===== config.mk =====
export PLATFORM = sky130hd
export DESIGN_NAME = pacer_clock_gen
export DESIGN_NICKNAME = d
export VERILOG_FILES = /design/src/rtl/pacer_pkg.sv /design/src/rtl/pacer_cnt.sv /design/src/rtl/pacer_div_calc.sv /design/src/rtl/pacer_clock_gen.sv
export SDC_FILE = /design/constraint.sdc
export NUM_CORES = 1
export LEC_CHECK = 0
export BUFFER_PORTS_ARGS = -buffer_cell sky130_fd_sc_hd__buf_4
export CAP_MARGIN = 20
export CORE_AREA = 2 2 286 217
export CTS_BUF_LIST = sky130_fd_sc_hd__clkbuf_4 sky130_fd_sc_hd__clkbuf_8 sky130_fd_sc_hd__clkbuf_16
export CTS_CLUSTER_SIZE = 12
export DETAILED_ROUTE_END_ITERATION = 12
export DIE_AREA = 0 0 288 219
export GPL_TIMING_DRIVEN = 0
export REMOVE_ABC_BUFFERS = 1
export SYNTH_ARGS = -nofsm -noshare
export SYNTH_HDL_FRONTEND = slang
export SYNTH_HIERARCHICAL = 1
export SYNTH_SLANG_ARGS = --single-unit

===== constraint.sdc =====
create_clock -name clk -period 6.1 [get_ports clk]
set_input_delay 1.22 -clock clk [delete_from_list [all_inputs] [get_ports clk]]
set_output_delay 1.22 -clock clk [all_outputs]
set_load 0.05 [all_outputs]

===== src/rtl/pacer_pkg.sv =====
`timescale 1ns/1ps
package pacer_pkg;

    typedef enum logic [1:0] {
        CNT_SQUARE  = 2'd0,
        CNT_RATE    = 2'd1,
        CNT_ONESHOT = 2'd2
    } cnt_kind_e;

    typedef enum logic [1:0] {
        RND_NEAREST     = 2'd0,
        RND_UP          = 2'd1,
        RND_DOWN        = 2'd2,
        RND_NEAREST_ALT = 2'd3
    } rnd_mode_e;

    typedef enum logic {
        CALC_IDLE = 1'b0,
        CALC_RUN  = 1'b1
    } calc_ph_e;

    localparam logic [1:0] SEL_PRESCALE = 2'd0;
    localparam logic [1:0] SEL_CONVERT  = 2'd1;
    localparam logic [1:0] SEL_SCAN     = 2'd2;
    localparam logic [1:0] SEL_STOP     = 2'd3;

endpackage


===== src/rtl/pacer_cnt.sv =====
`timescale 1ns/1ps
module pacer_cnt
    import pacer_pkg::*;
#(
    parameter int        W    = 16,
    parameter cnt_kind_e KIND = CNT_RATE
) (
    input  logic         clk,
    input  logic         rst_n,
    input  logic         en,
    input  logic         load,
    input  logic [W-1:0] load_val,
    input  logic         arm,
    output logic         out,
    output logic         pulse
);

    localparam int             CW         = W + 1;
    localparam logic [CW-1:0]  ONE        = CW'(1);
    localparam logic [CW-1:0]  TWO        = CW'(2);
    localparam logic [CW-1:0]  FULL_DIV   = {1'b1, {W{1'b0}}};
    localparam logic [CW-1:0]  MIN_DIV    = (KIND == CNT_ONESHOT) ? CW'(3) : CW'(2);
    localparam logic           IDLE_LEVEL = (KIND == CNT_RATE);

    typedef struct packed {
        logic [CW-1:0] cnt;
        logic [CW-1:0] rld;
        logic          lvl;
        logic          run;
        logic          pls;
    } cnt_st_t;

    cnt_st_t       st_d, st_q;
    logic [CW-1:0] div_dec;
    logic [CW-1:0] phase_hi;
    logic [CW-1:0] phase_lo;
    logic [CW-1:0] start_hi;

    // decode the loaded code: 0 means full range, small values raised to the floor
    always_comb begin
        div_dec = (load_val == '0) ? FULL_DIV : {1'b0, load_val};
        if (div_dec < MIN_DIV) begin
            div_dec = MIN_DIV;
        end
        phase_hi = (st_q.rld >> 1) + CW'(st_q.rld[0]);
        phase_lo = st_q.rld >> 1;
        start_hi = (div_dec >> 1) + CW'(div_dec[0]);
    end

    always_comb begin
        st_d     = st_q;
        st_d.pls = 1'b0;
        case (KIND)
            CNT_SQUARE: begin
                if (en && st_q.run) begin
                    if (st_q.cnt == ONE) begin
                        st_d.lvl = ~st_q.lvl;
                        st_d.cnt = st_q.lvl ? phase_lo : phase_hi;
                        st_d.pls = ~st_q.lvl;
                    end else begin
                        st_d.cnt = st_q.cnt - ONE;
                    end
                end
                if (load) begin
                    st_d.rld = div_dec;
                    if (!st_q.run) begin
                        st_d.run = 1'b1;
                        st_d.lvl = 1'b1;
                        st_d.pls = 1'b1;
                        st_d.cnt = start_hi;
                    end
                end
            end
            CNT_RATE: begin
                if (en && st_q.run) begin
                    if (st_q.cnt == TWO) begin
                        st_d.cnt = ONE;
                        st_d.lvl = 1'b0;
                        st_d.pls = 1'b1;
                    end else if (st_q.cnt == ONE) begin
                        st_d.cnt = st_q.rld;
                        st_d.lvl = 1'b1;
                    end else begin
                        st_d.cnt = st_q.cnt - ONE;
                    end
                end
                if (load) begin
                    st_d.rld = div_dec;
                    if (!st_q.run) begin
                        st_d.run = 1'b1;
                        st_d.lvl = 1'b1;
                        st_d.cnt = div_dec;
                    end
                end
            end
            default: begin
                if (en && st_q.run) begin
                    if (st_q.cnt == ONE) begin
                        st_d.cnt = '0;
                        st_d.lvl = 1'b1;
                        st_d.run = 1'b0;
                        st_d.pls = 1'b1;
                    end else begin
                        st_d.cnt = st_q.cnt - ONE;
                    end
                end
                if (load) begin
                    st_d.cnt = div_dec;
                    st_d.rld = div_dec;
                    st_d.lvl = 1'b0;
                    st_d.run = 1'b1;
                end
            end
        endcase
        if (arm && !load) begin
            st_d.run = 1'b0;
            st_d.lvl = IDLE_LEVEL;
            st_d.pls = 1'b0;
            st_d.cnt = '0;
        end
    end

    always_ff @(posedge clk) begin
        if (!rst_n) begin
            st_q <= '{cnt: '0, rld: MIN_DIV, lvl: IDLE_LEVEL, run: 1'b0, pls: 1'b0};
        end else begin
            st_q <= st_d;
        end
    end

    assign out   = st_q.lvl;
    assign pulse = st_q.pls;


    cnt_hold_chk: assert property (@(posedge clk) disable iff (!rst_n)
        (!en && !load && !arm) |=> $stable(st_q.cnt));

    generate
        if (KIND == CNT_RATE) begin : g_rate_chk

            rate_low_once_chk: assert property (@(posedge clk) disable iff (!rst_n)
                (st_q.run && !st_q.lvl && en) |=> st_q.lvl);
        end else if (KIND == CNT_SQUARE) begin : g_sq_chk

            sq_pulse_high_chk: assert property (@(posedge clk) disable iff (!rst_n)
                st_q.pls |-> st_q.lvl);
        end else begin : g_stop_chk

            stop_hold_chk: assert property (@(posedge clk) disable iff (!rst_n)
                (st_q.lvl && !load && !arm) |=> st_q.lvl);

            stop_arm_low_chk: assert property (@(posedge clk) disable iff (!rst_n)
                (arm && !load) |=> !st_q.lvl);
        end
    endgenerate

endmodule


===== src/rtl/pacer_div_calc.sv =====
`timescale 1ns/1ps
module pacer_div_calc
    import pacer_pkg::*;
#(
    parameter int W    = 16,
    parameter int NUMW = 32
) (
    input  logic            clk,
    input  logic            rst_n,
    input  logic            go,
    input  logic [NUMW-1:0] num,
    input  logic [NUMW-1:0] den,
    input  logic [1:0]      rnd,
    output logic            busy,
    output logic            done,
    output logic [W-1:0]    code
);

    localparam int              CW   = NUMW + 1;
    localparam int              IW   = $clog2(CW + 1);
    localparam logic [CW-1:0]   FULL = CW'(1) << W;
    localparam logic [NUMW-1:0] NONE = NUMW'(1);

    typedef struct packed {
        calc_ph_e        ph;
        logic [CW-1:0]   quo;
        logic [NUMW-1:0] rem;
        logic [NUMW-1:0] dv;
        logic [IW-1:0]   iter;
        logic            fin;
        logic [W-1:0]    res;
    } calc_st_t;

    calc_st_t        st_d, st_q;
    logic [NUMW-1:0] adj;
    logic [CW-1:0]   num_sum;
    logic [CW-1:0]   shifted;
    logic [CW-1:0]   quo_sh;
    logic            ge;

    function automatic logic [W-1:0] clamp_code(input logic [CW-1:0] q);
        if (q < CW'(2)) begin
            return W'(2);
        end else if (q >= FULL) begin
            return '0;
        end else begin
            return q[W-1:0];
        end
    endfunction

    always_comb begin
        case (rnd_mode_e'(rnd))
            RND_UP:   adj = (den == '0) ? '0 : den - NONE;
            RND_DOWN: adj = '0;
            default:  adj = den >> 1;
        endcase
        num_sum = {1'b0, num} + {1'b0, adj};
        shifted = {st_q.rem, st_q.quo[CW-1]};
        ge      = shifted >= {1'b0, st_q.dv};
        quo_sh  = {st_q.quo[CW-2:0], ge};
    end

    always_comb begin
        st_d     = st_q;
        st_d.fin = 1'b0;
        case (st_q.ph)
            CALC_IDLE: begin
                if (go) begin
                    st_d.ph   = CALC_RUN;
                    st_d.quo  = num_sum;
                    st_d.rem  = '0;
                    st_d.dv   = den;
                    st_d.iter = IW'(CW);
                end
            end
            default: begin
                st_d.quo  = quo_sh;
                st_d.rem  = ge ? (shifted[NUMW-1:0] - st_q.dv) : shifted[NUMW-1:0];
                st_d.iter = st_q.iter - IW'(1);
                if (st_q.iter == IW'(1)) begin
                    st_d.ph  = CALC_IDLE;
                    st_d.fin = 1'b1;
                    st_d.res = clamp_code(quo_sh);
                end
            end
        endcase
    end

    always_ff @(posedge clk) begin
        if (!rst_n) begin
            st_q <= '{ph: CALC_IDLE, quo: '0, rem: '0, dv: '0, iter: '0, fin: 1'b0, res: '0};
        end else begin
            st_q <= st_d;
        end
    end

    assign busy = (st_q.ph == CALC_RUN);
    assign done = st_q.fin;
    assign code = st_q.res;


    calc_phase_excl_chk: assert property (@(posedge clk) disable iff (!rst_n)
        $onehot0({busy, done}));

    calc_floor_chk: assert property (@(posedge clk) disable iff (!rst_n)
        done |-> (code != W'(1)));

endmodule


===== src/rtl/pacer_clock_gen.sv =====
`timescale 1ns/1ps
module pacer_clock_gen
    import pacer_pkg::*;
#(
    parameter int W        = 16,
    parameter int NUMW     = 32,
    parameter bit HAS_STOP = 1'b1
) (
    input  logic            clk,
    input  logic            rst_n,
    input  logic            tb_tick,
    input  logic            wr_en,
    input  logic [1:0]      wr_addr,
    input  logic [W-1:0]    wr_data,
    input  logic            stop_arm,
    input  logic            stat_clr,
    input  logic            calc_go,
    input  logic [NUMW-1:0] calc_num,
    input  logic [NUMW-1:0] calc_den,
    input  logic [1:0]      calc_rnd,
    output logic            pre_out,
    output logic            conv_out,
    output logic            scan_out,
    output logic            stop_out,
    output logic            conv_pulse,
    output logic            scan_pulse,
    output logic [3:0]      tc_stat,
    output logic            calc_busy,
    output logic            calc_done,
    output logic [W-1:0]    calc_code
);

    localparam int NFLAG = 4;

    typedef struct packed {
        logic [NFLAG-1:0] flags;
    } top_st_t;

    top_st_t          st_d, st_q;
    logic             pre_pulse;
    logic             stop_pulse;
    logic [NFLAG-1:0] evt;

    pacer_cnt #(.W(W), .KIND(CNT_SQUARE)) u_pre (
        .clk(clk), .rst_n(rst_n), .en(tb_tick),
        .load(wr_en && (wr_addr == SEL_PRESCALE)), .load_val(wr_data), .arm(1'b0),
        .out(pre_out), .pulse(pre_pulse)
    );

    pacer_cnt #(.W(W), .KIND(CNT_RATE)) u_conv (
        .clk(clk), .rst_n(rst_n), .en(pre_pulse),
        .load(wr_en && (wr_addr == SEL_CONVERT)), .load_val(wr_data), .arm(1'b0),
        .out(conv_out), .pulse(conv_pulse)
    );

    pacer_cnt #(.W(W), .KIND(CNT_RATE)) u_scan (
        .clk(clk), .rst_n(rst_n), .en(pre_pulse),
        .load(wr_en && (wr_addr == SEL_SCAN)), .load_val(wr_data), .arm(1'b0),
        .out(scan_out), .pulse(scan_pulse)
    );

    generate
        if (HAS_STOP) begin : g_stop
            pacer_cnt #(.W(W), .KIND(CNT_ONESHOT)) u_stop (
                .clk(clk), .rst_n(rst_n), .en(conv_pulse),
                .load(wr_en && (wr_addr == SEL_STOP)), .load_val(wr_data), .arm(stop_arm),
                .out(stop_out), .pulse(stop_pulse)
            );
        end else begin : g_no_stop
            assign stop_out   = 1'b0;
            assign stop_pulse = 1'b0;
        end
    endgenerate

    pacer_div_calc #(.W(W), .NUMW(NUMW)) u_calc (
        .clk(clk), .rst_n(rst_n), .go(calc_go),
        .num(calc_num), .den(calc_den), .rnd(calc_rnd),
        .busy(calc_busy), .done(calc_done), .code(calc_code)
    );

    always_comb begin
        evt          = {stop_pulse, scan_pulse, conv_pulse, pre_pulse};
        st_d.flags   = (stat_clr ? '0 : st_q.flags) | evt;
    end

    always_ff @(posedge clk) begin
        if (!rst_n) begin
            st_q <= '{flags: '0};
        end else begin
            st_q <= st_d;
        end
    end

    assign tc_stat = st_q.flags;

    generate
        for (genvar i = 0; i < NFLAG; i++) begin : g_flag_chk

            stat_sticky_chk: assert property (@(posedge clk) disable iff (!rst_n)
                (st_q.flags[i] && !stat_clr) |=> st_q.flags[i]);
        end
    endgenerate

endmodule


---- Word-level counts from Yosys, hierarchy flattened ----
Index checks and enable logic that the tools add are counted.
word-level totals
  register bits ........................... 273
  logic and storage cells ................. 135
cells by class
  bitwise logic cells ..................... 5
  $lt $le $gt $ge ......................... 5
  add/sub/neg operators ................... 10
  equal/unequal tests ..................... 12
  mux-type cells .......................... 49
  reduce and logical (&&, ||, !) cells .... 26
operators by type and width
  cell                                                                                   number
  17-bit two-way mux                                                                     18
  36-bit two-way mux                                                                     3
  104-bit two-way mux                                                                    1
  17-bit by 1-bit equality test with 1-bit output, second input constant                 4
  17-bit by 1-bit subtractor with 17-bit output, second input constant                   4
  66-bit two-way mux                                                                     1
  32-bit two-way mux                                                                     2
  32-bit one-hot mux with 2 select lines                                                 1
  37-bit two-way mux                                                                     1
  16-bit by 1-bit adder with 17-bit output                                               2
  17-bit by 2-bit equality test with 1-bit output, second input constant                 2
  17-bit by 2-bit less-than comparator with 1-bit output, second input constant          2
  32-bit by 32-bit adder with 33-bit output                                              1
  33-bit by 17-bit greater-or-equal comparator with 1-bit output, second input constant  1
  33-bit by 32-bit greater-or-equal comparator with 1-bit output                         1
  33-bit by 2-bit less-than comparator with 1-bit output, second input constant          1
  32-bit logical NOT                                                                     1
  16-bit two-way mux                                                                     2
  32-bit by 1-bit subtractor with 32-bit output, second input constant                   1
  32-bit subtractor                                                                      1
  16-bit logical NOT                                                                     1
  2-bit AND reduction                                                                    7
  1-bit two-way mux                                                                      13
  1-bit logical AND                                                                      9
  other kinds (15)                                                                       27

---- Longest topological paths before layout ----
  word-level depth ........................ 7
  gate-level depth with buffers ........... 20

---- Hierarchy ----
The synthesis kept the hierarchy.
modules (own cells, without submodules)
  module                      times used  area each (um^2)  cells an instance
  pacer_div_calc              1           9389.0            1237
  pacer_cnt at u_conv ...     2           2228.4            249
  pacer_cnt at u_pre          1           2647.5            304
  pacer_cnt at g_stop.u_stop  1           1257.5            162
  pacer_clock_gen             1           168.9             18

---- Worst setup path after synthesis ----
OpenSTA, ideal clock, no wires.
  path kind ............................... input -> register
  start point ............................. input calc_den[3]
  end point ............................... register u_calc.st_q (netlist bit u_calc/shifted[0])
  path slack .............................. 0.805 ns
  cell stages on the path ................. 18
  data arrival time ....................... 5.163 ns
  cell sequence ........................... clkbuf_1 or4_4 nor3_4 nand4_1 o31ai_4 buf_2 o31ai_1 ha_1 fa_1 a21oi_1 o21ai_2 a21oi_2 o211ai_2 a311oi_1 or4b_1 a21oi_2 a2111oi_2 nor3_1
on the way
  cells in the longest elaborated chain, start to end .. 6
  elaborated cells between the ends (all ways) .. 7
RTL lines
  what                                                                                 line                   RTL
  start, declared                                                                      pacer_clock_gen.sv:19  input logic [NUMW-1:0] calc_den,
  32-bit by 1-bit subtractor with 32-bit output or 32-bit logical NOT (tied branches)  pacer_div_calc.sv:53   RND_UP: adj = (den == '0) ? '0 : den - NONE;
  32-bit two-way mux                                                                   pacer_div_calc.sv:53
  32-bit one-hot mux with 2 select lines *                                             pacer_div_calc.sv:52   case (rnd_mode_e'(rnd))
  32-bit by 32-bit adder with 33-bit output *                                          pacer_div_calc.sv:57   num_sum = {1'b0, num} + {1'b0, adj};
  104-bit two-way mux *                                                                pacer_div_calc.sv:68   if (go) begin
  66-bit two-way mux *                                                                 pacer_div_calc.sv:66   case (st_q.ph)
  end signal, assigned                                                                 pacer_div_calc.sv:91   st_q <= '{ph: CALC_IDLE, quo: '0, rem: '0, dv: '0, iter: '0, fin: 1'b0, res: '0};
  end signal, assigned                                                                 pacer_div_calc.sv:93   st_q <= st_d;
  end, declared                                                                        pacer_div_calc.sv:34   calc_st_t st_d, st_q;
Mark *: on every way between the ends. The rest lies on a longest branch, timed or not. The select of a mux whose other input is x is not followed.
A chain may end at the register's enable or synchronous reset.

---- Worst setup path in the final report ----
  start point ............................. input calc_den[19]
  end point ............................... register u_calc.st_q (netlist bit u_calc/quo_sh[27])
Same word-level chain as after synthesis.

==> results.sh <==
export IMPL_outcome="finished clean"
export IMPL_synthCells=2219
export IMPL_timing_worst_slew_pin_value_ns=1.08
export IMPL_drt_total_wl_um=57100
export IMPL_synthDistinctLibCells=104
export IMPL_setup_worst_path_end_class="flop"
export IMPL_synth_most_common_cell="dfxtp_1"
export IMPL_startpoint="calc_den[19]"
export IMPL_grt_max_degree=89
export IMPL_vias=17200
export IMPL_routed_wl_met3_um=4590
export IMPL_max_clock_path_buffers=3
export IMPL_root_buffer="clkbuf_16"
export IMPL_cp_num_cells=17
export IMPL_ys_flop_type="dfxtp_1"
export IMPL_dp_hpwl_um=41000
export IMPL_drc=0
export IMPL_path_cells="buf_4 > or4_1 > nor3_1 > nand2_1 > o31ai_4 > o31ai_1 > ha_1 > fa_1 > a21oi_1 > o21ai_2 > a21oi_2 > o211ai_2 > a311oi_1 > nor2_1 > a41oi_1 > xor2_1 > a21oi_1"
export IMPL_worstReg2RegEnd="u_calc/shifted[31]"
export IMPL_dieArea_sq_mm=0.0631
export IMPL_hold_class="flop to flop"
export IMPL_holdWs_ns=0.448
export IMPL_cp_buffers_inverters=1
export IMPL_rsz0062_at_grt="no"
export IMPL_grt_pass1_wl_um=90800
export IMPL_synthesis_area_sq_mm=0.0179
export IMPL_cts_sinks=256
export IMPL_crit_fanout=16
export IMPL_dpl_instance_area_sq_mm=0.0194
export IMPL_synth_area_leader_cell="dfxtp_1"
export IMPL_r2r_cells=11
export IMPL_chipWidth_um=288
export IMPL_relSlewSlack_pct=28.2
export IMPL_crit_top_cell="a21oi_1"
export IMPL_clk_latency_ns=0.58
export IMPL_async_reset_ff_share_pct=0
export IMPL_gp_congestion=0.937
export IMPL_synth_warnings=6
export IMPL_initial_core_util_pct=29.8
export IMPL_critPathLaunchType="primary input"
export IMPL_stdcell_area_sq_mm=0.0205
export IMPL_fin_util_pct=34.1
export IMPL_cts_clk_slew_worst_paths_ns=0.06
export IMPL_power_density_mw_per_mm2=312
export IMPL_wl_per_cell_um=18.6
export IMPL_nets=2439
export IMPL_cts_tree="built"
export IMPL_slowest_stage="o31ai_4"
export IMPL_drt_iter0_markers=1514
export IMPL_max_freq_mhz=172
export IMPL_n_fill_cell=6268
export IMPL_synth_ff_latch_count=256
export IMPL_antennaDiodeCount=0
export IMPL_post_cts_buffers=0
export IMPL_first_global_vias=16400
export IMPL_track_usage_pct=17.6
export IMPL_clock_skew_ns=0.0131
export IMPL_final_period_utilization_pct=95.1
export IMPL_max_cap_viol_count=0
export IMPL_synth_yosys_seq_area_share_pct=28.6
export IMPL_finalMaxSlewViolations=0
export IMPL_cts_max_level=1
export IMPL_wl_met2_um=23700
export IMPL_antenna_found_initial=8
export IMPL_critPathMaxStageDelay_ns=0.70
export IMPL_peakVddDrop_uv=317
export IMPL_area_delta_synth_final_pct=14.5
export IMPL_vias_per_cell=5.58
export IMPL_synth_area_top_cells="dfxtp_1 29%, ha_1 6.3%, a21oi_1 5.6%"
export IMPL_rrSetupSlack_ns=2.53
export IMPL_ys_top_cells_by_count="256 x dfxtp_1, 215 x nand2_1, 199 x a21oi_1"
export IMPL_post_cts_resized=0
export IMPL_crit_arrival_ns=6.21
export IMPL_drt_pass1_iter_count=6
export IMPL_cp_required_ns=6.51
export IMPL_ios=119
export IMPL_top_layer_used="met5"
export IMPL_min_period_ns=5.80
export IMPL_drtAntennaViolNets=0
export IMPL_io_buffers=118
export IMPL_finalHoldViolCount=0
export IMPL_drive_above_1_share_pct=11.9
export IMPL_met1_length_um=27800
export IMPL_p_leak_uw=0.00784
export IMPL_synth_top_cell_area_share_pct=28.6
export IMPL_cts_hold_buffers=0
export IMPL_synth_area_per_cell_sq_um=8.08
export IMPL_cp_top_family="compound AO/OA/AOI/OAI gates"
export IMPL_core_area_sq_mm=0.0601
export IMPL_synth_edf_count=0
export IMPL_cts_buffers=30
export IMPL_rows=78
export IMPL_finalSetupViolations=0
export IMPL_die_h_um=219
export IMPL_overflow=0
export IMPL_endpoint="u_calc/quo_sh[27]"
export IMPL_reg2reg_from="u_calc/st_q[24]"
export IMPL_pre_cts_ws_ns=-0.117
export IMPL_path_class="primary input to flop"
export IMPL_fin_ws_ns=0.301
export IMPL_p_total_uw=6410
[metal layers]
layer / GRT usage (%) / vias to the layer above
li1: - / 8232
met1: 25.5 / 8235
met2: 26.5 / 609
met3: 4.22 / 89
met4: 3.39 / 16
met5: 0 / -
[flip-flops by register name, indices dropped and copies added, names as in the netlist]
signal,cells
u_pre/phase_lo,16
u_scan/st_q,19
u_conv/phase_lo,16
u_pre/pulse,1
u_conv/st_q,19
u_pre/out,1
u_calc/code,16
u_conv/out,1
u_calc/busy,1
u_scan/phase_lo,16
u_calc/quo_sh,32
u_scan/pulse,1
g_stop.u_stop/pulse,1
u_calc/st_q,38
u_scan/out,1
g_stop.u_stop/st_q,18
u_calc/done,1
g_stop.u_stop/out,1
u_conv/pulse,1
u_pre/st_q,19
u_calc/shifted,33
tc_stat,4
[how the worst min path moves through the flow]
stage          depth (start not counted)  slack [ns]         endpoint           startpoint
3_5_place_dp                           1        0.44       tc_stat[3]  g_stop.u_stop/pulse
3_3_place_gp                           1        0.43       tc_stat[3]  g_stop.u_stop/pulse
6_report                               1        0.45       tc_stat[3]  g_stop.u_stop/pulse
5_1_grt                                2        0.47  u_calc/st_q[48]      u_calc/st_q[48]
4_1_cts                                1        0.45       tc_stat[3]  g_stop.u_stop/pulse
2_1_floorplan                          1        0.42       tc_stat[3]  g_stop.u_stop/pulse
[layout make-up]
type / count / area (sq um) / share of cell area, %
multi-input cells: 1748 / 11800 / 57.7
flip-flops and latches: 256 / 5130 / 25.0
repair buffers: 132 / 1140 / 5.55
well taps: 800 / 1000 / 4.88
clock buffers: 42 / 902 / 4.40
inverters: 88 / 330 / 1.61
clock inverters: 12 / 171 / 0.836
[cell usage in the layout (no fill, tap or decap), types with 65 or more instances in the layout]
master	netlist	routed
dfxtp_1	256	255
nand2_1	215	215
a21oi_1	199	199
buf_4	24	121
nor2_1	122	119
xnor2_1	104	104
o21ai_0	97	96
nand3_1	92	92
ha_1	90	90
mux2i_1	88	88
inv_1	87	87
nor2b_1	67	67
nor3_1	66	65
[power breakdown]
group	leakage (uW)	internal, uW	switching [uW]
Combinational	0.00522	1000	1520
Clock	0.000528	1190	777
Sequential	0.00208	1790	119
Total	0.00784	3990	2420
[metrics by stage]
stage / setup TNS (ns) / instances
2_1_floorplan: 0 / 2092
3_3_place_gp: -12.04 / 3010
3_5_place_dp: -0.410 / 3023
4_1_cts: 0 / 3077
5_1_grt: 0 / 3078
6_report: 0 / 3078
[cells by family after synthesis]
kind of cell	synth area share [%]
AO/OA/AOI/OAI	24.1
XOR/XNOR	6.40
adder cells (fa/ha/maj)	6.51
buffers and inverters	5.58
flip-flops	28.6
multiplexers	5.17
other	0.0209
AND/OR/NAND/NOR	23.6
Note: power is estimated with default switching activity, not from simulation.
